$ cat src/rtl/alu_exec.sv
module alu_exec (
  input  logic [4:0]  op_sel,
  input  logic [31:0] src_a,
  input  logic [31:0] src_b,
  input  logic [15:0] imm16,
  input  logic [4:0]  shamt,
  output logic [31:0] result,
  output logic        ovf_trap,
  output logic        wr_en
);

  localparam logic [4:0] OP_ADD   = 5'd0;
  localparam logic [4:0] OP_ADDU  = 5'd1;
  localparam logic [4:0] OP_SUB   = 5'd2;
  localparam logic [4:0] OP_SUBU  = 5'd3;
  localparam logic [4:0] OP_AND   = 5'd4;
  localparam logic [4:0] OP_OR    = 5'd5;
  localparam logic [4:0] OP_XOR   = 5'd6;
  localparam logic [4:0] OP_NOR   = 5'd7;
  localparam logic [4:0] OP_SLT   = 5'd8;
  localparam logic [4:0] OP_SLTU  = 5'd9;
  localparam logic [4:0] OP_ADDI  = 5'd10;
  localparam logic [4:0] OP_ADDIU = 5'd11;
  localparam logic [4:0] OP_SLTI  = 5'd12;
  localparam logic [4:0] OP_SLTIU = 5'd13;
  localparam logic [4:0] OP_ANDI  = 5'd14;
  localparam logic [4:0] OP_ORI   = 5'd15;
  localparam logic [4:0] OP_XORI  = 5'd16;
  localparam logic [4:0] OP_LUI   = 5'd17;
  localparam logic [4:0] OP_SLL   = 5'd18;
  localparam logic [4:0] OP_SRL   = 5'd19;
  localparam logic [4:0] OP_SRA   = 5'd20;
  localparam logic [4:0] OP_SLLV  = 5'd21;
  localparam logic [4:0] OP_SRLV  = 5'd22;
  localparam logic [4:0] OP_SRAV  = 5'd23;

  logic        imm_arith, imm_logic, do_sub, var_shift, known_op, trap_class;
  logic [31:0] opnd_b, b_inv, sum;
  logic        carry, sovf, lt_signed, lt_unsigned;
  logic [4:0]  sh_amt;
  logic [31:0] sh_left, sh_rlog, sh_rari;

  assign imm_arith = (op_sel == OP_ADDI) || (op_sel == OP_ADDIU) ||
                     (op_sel == OP_SLTI) || (op_sel == OP_SLTIU);
  assign imm_logic = (op_sel == OP_ANDI) || (op_sel == OP_ORI) || (op_sel == OP_XORI);

  assign opnd_b = imm_arith ? {{16{imm16[15]}}, imm16} :
                  imm_logic ? {16'h0000, imm16} : src_b;

  assign do_sub = (op_sel == OP_SUB)  || (op_sel == OP_SUBU) ||
                  (op_sel == OP_SLT)  || (op_sel == OP_SLTU) ||
                  (op_sel == OP_SLTI) || (op_sel == OP_SLTIU);

  assign b_inv        = do_sub ? ~opnd_b : opnd_b;
  assign {carry, sum} = {1'b0, src_a} + {1'b0, b_inv} + {32'd0, do_sub};

  assign sovf        = (src_a[31] == b_inv[31]) && (sum[31] != src_a[31]);
  assign lt_signed   = sum[31] ^ sovf;
  assign lt_unsigned = ~carry;

  assign var_shift = (op_sel == OP_SLLV) || (op_sel == OP_SRLV) || (op_sel == OP_SRAV);
  assign sh_amt    = var_shift ? src_a[4:0] : shamt;
  assign sh_left   = src_b << sh_amt;
  assign sh_rlog   = src_b >> sh_amt;
  assign sh_rari   = $signed(src_b) >>> sh_amt;

  always_comb begin
    known_op = 1'b1;
    case (op_sel)
      OP_ADD, OP_ADDU, OP_SUB, OP_SUBU,
      OP_ADDI, OP_ADDIU:             result = sum;
      OP_AND, OP_ANDI:               result = src_a & opnd_b;
      OP_OR, OP_ORI:                 result = src_a | opnd_b;
      OP_XOR, OP_XORI:               result = src_a ^ opnd_b;
      OP_NOR:                        result = ~(src_a | opnd_b);
      OP_SLT, OP_SLTI:               result = {31'd0, lt_signed};
      OP_SLTU, OP_SLTIU:             result = {31'd0, lt_unsigned};
      OP_LUI:                        result = {imm16, 16'h0000};
      OP_SLL, OP_SLLV:               result = sh_left;
      OP_SRL, OP_SRLV:               result = sh_rlog;
      OP_SRA, OP_SRAV:               result = sh_rari;
      default: begin
        result   = 32'd0;
        known_op = 1'b0;
      end
    endcase
  end

  assign trap_class = (op_sel == OP_ADD) || (op_sel == OP_SUB) || (op_sel == OP_ADDI);
  assign ovf_trap   = trap_class & sovf;
  assign wr_en      = known_op & ~ovf_trap;

  always_comb begin
    // a trapping operation never writes back
    a_r2_no_write_on_trap: assert (!(ovf_trap && wr_en));
    if (op_sel == OP_ADDU || op_sel == OP_SUBU || op_sel == OP_ADDIU)
      a_r1_unsigned_no_trap: assert (!ovf_trap && wr_en);
    if (op_sel == OP_LUI)
      a_r5_lui_low_zero: assert (result[15:0] == 16'h0000);
    if (op_sel == OP_SLT || op_sel == OP_SLTU || op_sel == OP_SLTI || op_sel == OP_SLTIU)
      a_r6_compare_is_bit: assert (result[31:1] == 31'd0);
    if (op_sel == OP_ANDI)
      a_r4_andi_upper_zero: assert (result[31:16] == 16'h0000);
    if (op_sel > OP_SRAV)
      a_r10_undef_quiet: assert (result == 32'd0 && !wr_en && !ovf_trap);
  end

endmodule

$ cat config.mk
export PLATFORM = sky130hd
export DESIGN_NAME = alu_exec
export DESIGN_NICKNAME = d
export VERILOG_FILES = /design/src/rtl/alu_exec.sv
export SDC_FILE = /design/constraint.sdc
export NUM_CORES = 1
export LEC_CHECK = 0
export ABC_CLOCK_PERIOD_IN_PS = 6900
export BUFFER_PORTS_ARGS = -buffer_cell sky130_fd_sc_hd__buf_2
export CAP_MARGIN = 20
export CORE_MARGIN = 5
export CORE_UTILIZATION = 30
export DETAILED_ROUTE_END_ITERATION = 8
export PLACE_DENSITY_LB_ADDON = 0.12
export REMOVE_ABC_BUFFERS = 1
export SYNTH_ARGS = -nofsm -noshare
export SYNTH_HDL_FRONTEND = slang
export SYNTH_SLANG_ARGS = --single-unit
$ cat constraint.sdc
create_clock -name vclk -period 6.9
set_clock_uncertainty 0.05 [all_clocks]
set_input_delay 1.035 -clock vclk [all_inputs]
set_output_delay 1.035 -clock vclk [all_outputs]
set_load 0.1 [all_outputs]
==> reports/results.ini, run 1 <==
[sta]
rsz0062_at_grt=no
finalSetupViolCount=0
worstMarginPinSlew_ps=1110
fmax_ghz=0.150
tns_ps=0
finalCritPeriodShare_pct=96.5
hold_viol=0
min_period_ps=6660
relSlewSlack_pct=25.0
maxSlewViolCount=0

[drt]
dr_wl_met2_mm=24.7
routed.top_layer=met5
via_count=12000
drt_wl_total_mm=53.5
drc=0
wl_met1_mm=22.6
ant_nets=0
drtIter0Drc=1376
viasPerCell=6.39
first_pass_iters=8
met3WireLength_mm=3.95
wl_per_cell_um=28.5

[final_layout]
n_fill_cell=3417
seq_area_um2=0
nNetsFinal=1671
antenna_cells=0
seq_cells=0
area.growth.synth_to_final_pct=15.7
final_layout_size_suffix_gt1_share_pct=16.0
final_cell_area_mm2=0.0108
clkbuf_count=0
multi_input_area_mm2=0.00863

[pwr]
swShare_pct=67.5
p_comb_share_pct=100.0
power_density_mw_per_mm2=148
peakVddDrop_v=0.0000891
power.switching_mw=1.08
power.total_mw=1.61
p_clk_share_pct=0
p_leak_nw=4.80
power.internal_mw=0.521
seqPwrFrac_pct=0

[min_path]
hold_class=input pin to output pin

[placement]
dp_hpwl_mm=42.7
io_buffer_count=124
finalWeightedCongestion=0.998
place_area_mm2=0.0108

[floorplan]
die_w_um=187
die_y_um=187
ios=124
dieArea_mm2=0.0348
num_rows=64
start_util_pct=30.5
fp.coreArea_mm2=0.0307

[logic_synthesis]
synth_area_leaders=ha_1, mux2i_1, nand2_1
yosys.area.top_type_share_pct=12.8
yosysTopAreaCell=ha_1
ys_seq_area_share_pct=0
synth_cell_types=89
syn_inst=1412
synthesis.area_mm2=0.00936
yosysWarnings=0
avgSynthCellArea_um2=6.63

[grt]
first_global_vias=11300
grt_overflow=0
grt_pass1_wl_mm=77.3
grtUsageTotal_pct=28.5
grt_max_degree=38
antenna_found_initial=1

[job]
cap_violations=0

[setup_path]
worst_setup_path_start_kind=input pin
end_kind=output pin
critPathRequiredTime_ps=5810
worst-path-max-fanout=27
critical_path_class=input pin to output pin
cp.arrival_ps=5580

[status]
run_status=finished clean

[clock_tree]
cts_setup_buffers=0

==> cells by family after synthesis <==
family	after synthesis	share of synthesized area, %
simple gates	467	23.2
mux	112	13.7
compound gates	499	36.1
fa+ha+maj	97	13.1
buf+inv	178	8.41
xor+xnor	59	5.52
==> stage by stage <==
step           worst slack, ps  utilization, %  cells  hold WS, ps
3_5_place_dp               190            35.3   1877         2610
6_report                   239            35.3   1878         2600
5_1_grt                   37.6            35.3   1878         2650
3_3_place_gp               276            35.3   1877         2600
2_1_floorplan            -2560               -   1303         2550
4_1_cts                    172            35.3   1877         2610
==> power groups by stage <==
stage / Sequential, mW / Combinational (mW) / Clock [mW]
2_1_floorplan: 0 / 1.01 / 0
3_3_place_gp: 0 / 1.58 / 0
3_5_place_dp: 0 / 1.57 / 0
4_1_cts: 0 / 1.58 / 0
5_1_grt: 0 / 1.69 / 0
6_report: 0 / 1.61 / 0
==> Yosys cell counts, types with 7 or more instances <==
| cell | instances |
|---|---|
| nand2_1 | 185 |
| a21oi_1 | 131 |
| nor2_1 | 105 |
| ha_1 | 96 |
| mux2i_1 | 88 |
| o21ai_0 | 83 |
| inv_1 | 68 |
| clkbuf_1 | 56 |
| nand3_1 | 45 |
| xnor2_1 | 44 |
| a211oi_1 | 37 |
| buf_2 | 30 |
| o211ai_1 | 28 |
| nor3_1 | 27 |
| o22ai_1 | 24 |
| a21o_1 | 23 |
| nand2b_1 | 22 |
| a311oi_1 | 18 |
| a221oi_1 | 17 |
| and3_1 | 17 |
| a222oi_1 | 16 |
| a31oi_1 | 16 |
| xor2_1 | 15 |
| and2_1 | 13 |
| o221ai_1 | 12 |
| mux4_2 | 11 |
| a22oi_1 | 10 |
| mux2_2 | 10 |
| o21ai_1 | 10 |
| nand4_1 | 9 |
| nor2b_1 | 8 |
| buf_1 | 7 |
| buf_4 | 7 |
| buf_6 | 7 |
| nor4_1 | 7 |
==> critical path, cell delays in order <==
cell      delay [ps]
buf_2            180
or3b_4           450
o22a_1           320
buf_6            260
a21oi_1          330
xnor2_1          110
ha_1             440
nand3_1          200
or3_1            470
nor4_1           400
a221oi_2         120
o21ai_2          120
o31a_1           360
mux2i_1          420
a21oi_1          130
buf_12           190
==> path summary, 6_finish.rpt <==
path              slack [ps]     to  startpoint  depth (start not counted)
hold / removal          2600  wr_en   op_sel[4]                          4
setup / recovery         240  wr_en   op_sel[2]                         16
==> metal layers <==
metal,up-vias,GRT usage (%)
li1,5434,-
met1,5803,39.4
met2,653,47.7
met3,112,1.87
met4,2,8.77
met5,-,0
==> final cells by class <==
type                       instances  area share (%)
inverter                          69            2.39
multi-input combinational       1234            79.8
tap                              396            4.58
timing repair buffer             179            13.3
==> placed cells by master (no fill, tap or decap), types with 7 or more instances in the layout <==
cell | Yosys | routed
a211oi_1 | 37 | 37
a21o_1 | 23 | 23
a21oi_1 | 131 | 131
a221oi_1 | 17 | 17
a222oi_1 | 16 | 16
a22oi_1 | 10 | 10
a311oi_1 | 18 | 18
a31oi_1 | 16 | 16
and2_1 | 13 | 11
and3_1 | 17 | 17
buf_12 | 0 | 27
buf_2 | 30 | 99
buf_4 | 7 | 52
ha_1 | 96 | 96
inv_1 | 68 | 68
mux2_2 | 10 | 10
mux2i_1 | 88 | 86
mux4_2 | 11 | 11
nand2_1 | 185 | 184
nand2b_1 | 22 | 22
nand3_1 | 45 | 45
nand4_1 | 9 | 9
nor2_1 | 105 | 103
nor2b_1 | 8 | 8
nor3_1 | 27 | 26
nor4_1 | 7 | 7
o211ai_1 | 28 | 28
o21ai_0 | 83 | 82
o21ai_1 | 10 | 9
o221ai_1 | 12 | 12
o22ai_1 | 24 | 23
xnor2_1 | 44 | 44
xor2_1 | 15 | 15
==> what timing repair did <==
item / CTS / global route
endpoints found under the setup margin: 0 / 6
resized for setup: 0 / 2
hold buffers: 0 / 0
Power figures use the tool's default switching activity.
==> run 2: changes to the inputs <==
--- a/config.mk
+++ b/config.mk
@@ -5,6 +5,7 @@
 export SDC_FILE = /design/constraint.sdc
 export NUM_CORES = 1
 export LEC_CHECK = 0
+export ABC_AREA = 1
 export ABC_CLOCK_PERIOD_IN_PS = 6900
 export BUFFER_PORTS_ARGS = -buffer_cell sky130_fd_sc_hd__buf_2
 export CAP_MARGIN = 20
==> constraint.sdc (replaced) <==
create_clock -name vclk -period 6.9
set_clock_uncertainty 0.05 [all_clocks]
set_input_delay 0.69 -clock vclk [all_inputs]
set_output_delay 0.69 -clock vclk [all_outputs]
set_load 0.1 [all_outputs]
==> reports/results.ini, run 2 <==
[grt]
grt_max_degree=70  ; +84%
grtUsageTotal_pct=25.9  ; -2.7 points
antenna_found_initial=0  ; -1
grt_pass1_wl_mm=67.5  ; -13%
first_global_vias=11200  ; -0.70%
grt_overflow=0  ; unchanged

[pwr]
seqPwrFrac_pct=0  ; unchanged
power_density_mw_per_mm2=132  ; -11%
power.internal_mw=0.319  ; -39%
power.switching_mw=0.970  ; -11%
peakVddDrop_v=0.0000935  ; +4.9%
swShare_pct=75.2  ; +7.7 points
p_clk_share_pct=0  ; unchanged
p_comb_share_pct=100.0  ; about the same
p_leak_nw=5.24  ; +9.3%

[job]
cap_violations=0  ; unchanged

[setup_path]
crit_family=simple AND/OR/NAND/NOR gates
worst_setup_path_start_kind=input pin
cp_cell_sequence=buf_2 -> nor2_1 -> nand3_1 -> nand2_1 -> buf_4 -> o21ai_0 -> xor2_1 -> ha_1 -> nand3_1 -> nand3_1 -> a21boi_0 -> o21ai_0 -> a21o_1 -> nand2_1 -> nand3b_1 -> nand3_1 -> nand4_1 -> buf_2
max_stage_delay_ps=730  ; +260 ps
crit_start=op_sel[2]
cpMostUsedCell=nand3_1
crit_path_end=result[22]
critical_path_class=input pin to output pin
worst-path-max-fanout=38  ; +41%
end_kind=output pin
cpMaxStageDelayCell=o21ai_0
cp.arrival_ps=5190  ; -390 ps
path_depth=18  ; +2
path_buf_inv=3  ; unchanged
critPathRequiredTime_ps=6160  ; +350 ps

[sta]
rsz0062_at_grt=no
min_period_ps=5930  ; -735 ps
fmax_ghz=0.169  ; +12%
finalSetupViolCount=0  ; unchanged
tns_ps=0  ; unchanged
maxSlewViolCount=0  ; unchanged
finalCritPeriodShare_pct=85.9  ; -11 points
hold_viol=0  ; unchanged
worstMarginPinSlew_ps=937  ; -174 ps
relSlewSlack_pct=37.4  ; +12 points

[final_layout]
seq_area_um2=0  ; unchanged
final_cell_mix=nand2_1, nand3_1, inv_1, o21ai_0, buf_2
seq_cells=0  ; unchanged
nNetsFinal=1988  ; +19%
instances_no_fill=2190  ; +17%
clkbuf_count=0  ; unchanged
final_common_cell=nand2_1
final_layout_size_suffix_gt1_share_pct=9.73  ; -6.3 points
area.growth.synth_to_final_pct=9.95

[logic_synthesis]
synth_cell_types=50  ; -44%
yosysTopAreaCell=nand2_1
yosys.area.top_type_share_pct=22.3  ; +9.5 points
syn_inst=1740  ; +23%
synth_common_cells=nand2_1, nand3_1, inv_1, o21ai_0, nor2_1
synth_area_leaders=nand2_1, nand3_1, ha_1
avgSynthCellArea_um2=5.10  ; -23%
synthesis.area_mm2=0.00887  ; -5.2%
yosysMostFrequentCell=nand2_1
yosysWarnings=0  ; unchanged
ys_seq_area_share_pct=0  ; unchanged

[floorplan]
die_y_um=182  ; -2.5%
start_util_pct=30.2  ; -0.33 points
fp.coreArea_mm2=0.0294  ; -4.1%
die_w_um=182  ; -2.5%
num_rows=63  ; -1.6%
dieArea_mm2=0.0331  ; -4.9%
ios=124  ; unchanged

[status]
run_status=finished clean

[drt]
drtIter0Drc=1284  ; -6.7%
ant_nets=0  ; unchanged
drt_wl_total_mm=45.3  ; -15%
drc=0  ; unchanged
wl_per_cell_um=20.7  ; -27%
first_pass_iters=6  ; -2
via_count=11900  ; -0.73%
viasPerCell=5.44  ; -15%

[placement]
dp.cells=2189  ; +17%
io_buffer_count=124  ; unchanged
dp_hpwl_mm=37.5  ; -12%
finalWeightedCongestion=1.02  ; +2.4%

[min_path]
hold_class=input pin to output pin

[clock_tree]
cts_resized=0  ; unchanged
cts_setup_buffers=0  ; unchanged
holdBufCountCts=0  ; unchanged

[run 2: cells by family after synthesis]
kind of cell | count (synthesis) | synth area share (%)
simple gates | 935 | 44.9
compound gates | 359 | 23.7
buf+inv | 317 | 14.5
fa+ha+maj | 97 | 13.8
xor+xnor | 31 | 3.06
mux | 1 | 0.113
[run 2: cell type report]
class	instances	area [µm²]
Multi-Input combinational cell	1423	7640
Antenna cell	1	2.50
Timing Repair Buffer	141	748
Tap cell	390	488
Fill cell	3540	19600
Inverter	235	882
[run 2: power groups by stage]
stage                     Combinational (mW)  Sequential [mW]    Clock (mW)
final                                   1.29                0  0.0000000195
after global routing                    1.40                0             0
after CTS                               1.27                0             0
after detailed placement                1.27                0             0
after global placement                  1.27                0             0
after floorplan                        0.904                0             0
[run 2: worst min path at each step]
| stage | slack, ps | endpoint | depth (start not counted) | from |
|---|---|---|---|---|
| floorplan | 1790 | ovf_trap | 2 | op_sel[0] |
| global placement | 1990 | ovf_trap | 4 | src_a[31] |
| detailed placement | 1980 | ovf_trap | 4 | src_a[31] |
| CTS | 1990 | ovf_trap | 4 | src_a[31] |
| global route | 2010 | ovf_trap | 4 | src_a[31] |
| finish | 2010 | ovf_trap | 4 | src_a[31] |
[run 2: layer usage]
metal | part of all wire [%] | global-route usage, % | up-vias
li1 | - | - | 5903
met1 | 45 | 36.3 | 5539
met2 | 46 | 43.6 | 424
met3 | 5.8 | 1.56 | 50
met4 | 2.9 | 6.00 | 0
met5 | 0 | 0 | -
[run 2: per-stage QoR]
| step | setup slack, ps | cell area [µm²] | hold slack (ps) | power (mW) | utilization, % |
|---|---|---|---|---|---|
| after floorplan | 1200 | 8470 | 1790 | 0.904 | - |
| after global placement | 1030 | 9750 | 1990 | 1.27 | 33.2 |
| after detailed placement | 1090 | 9750 | 1980 | 1.27 | 33.2 |
| after CTS | 1080 | 9750 | 1990 | 1.27 | 33.2 |
| after global routing | 625 | 9750 | 2010 | 1.40 | 33.2 |
| final | 974 | 9760 | 2010 | 1.29 | 33.2 |
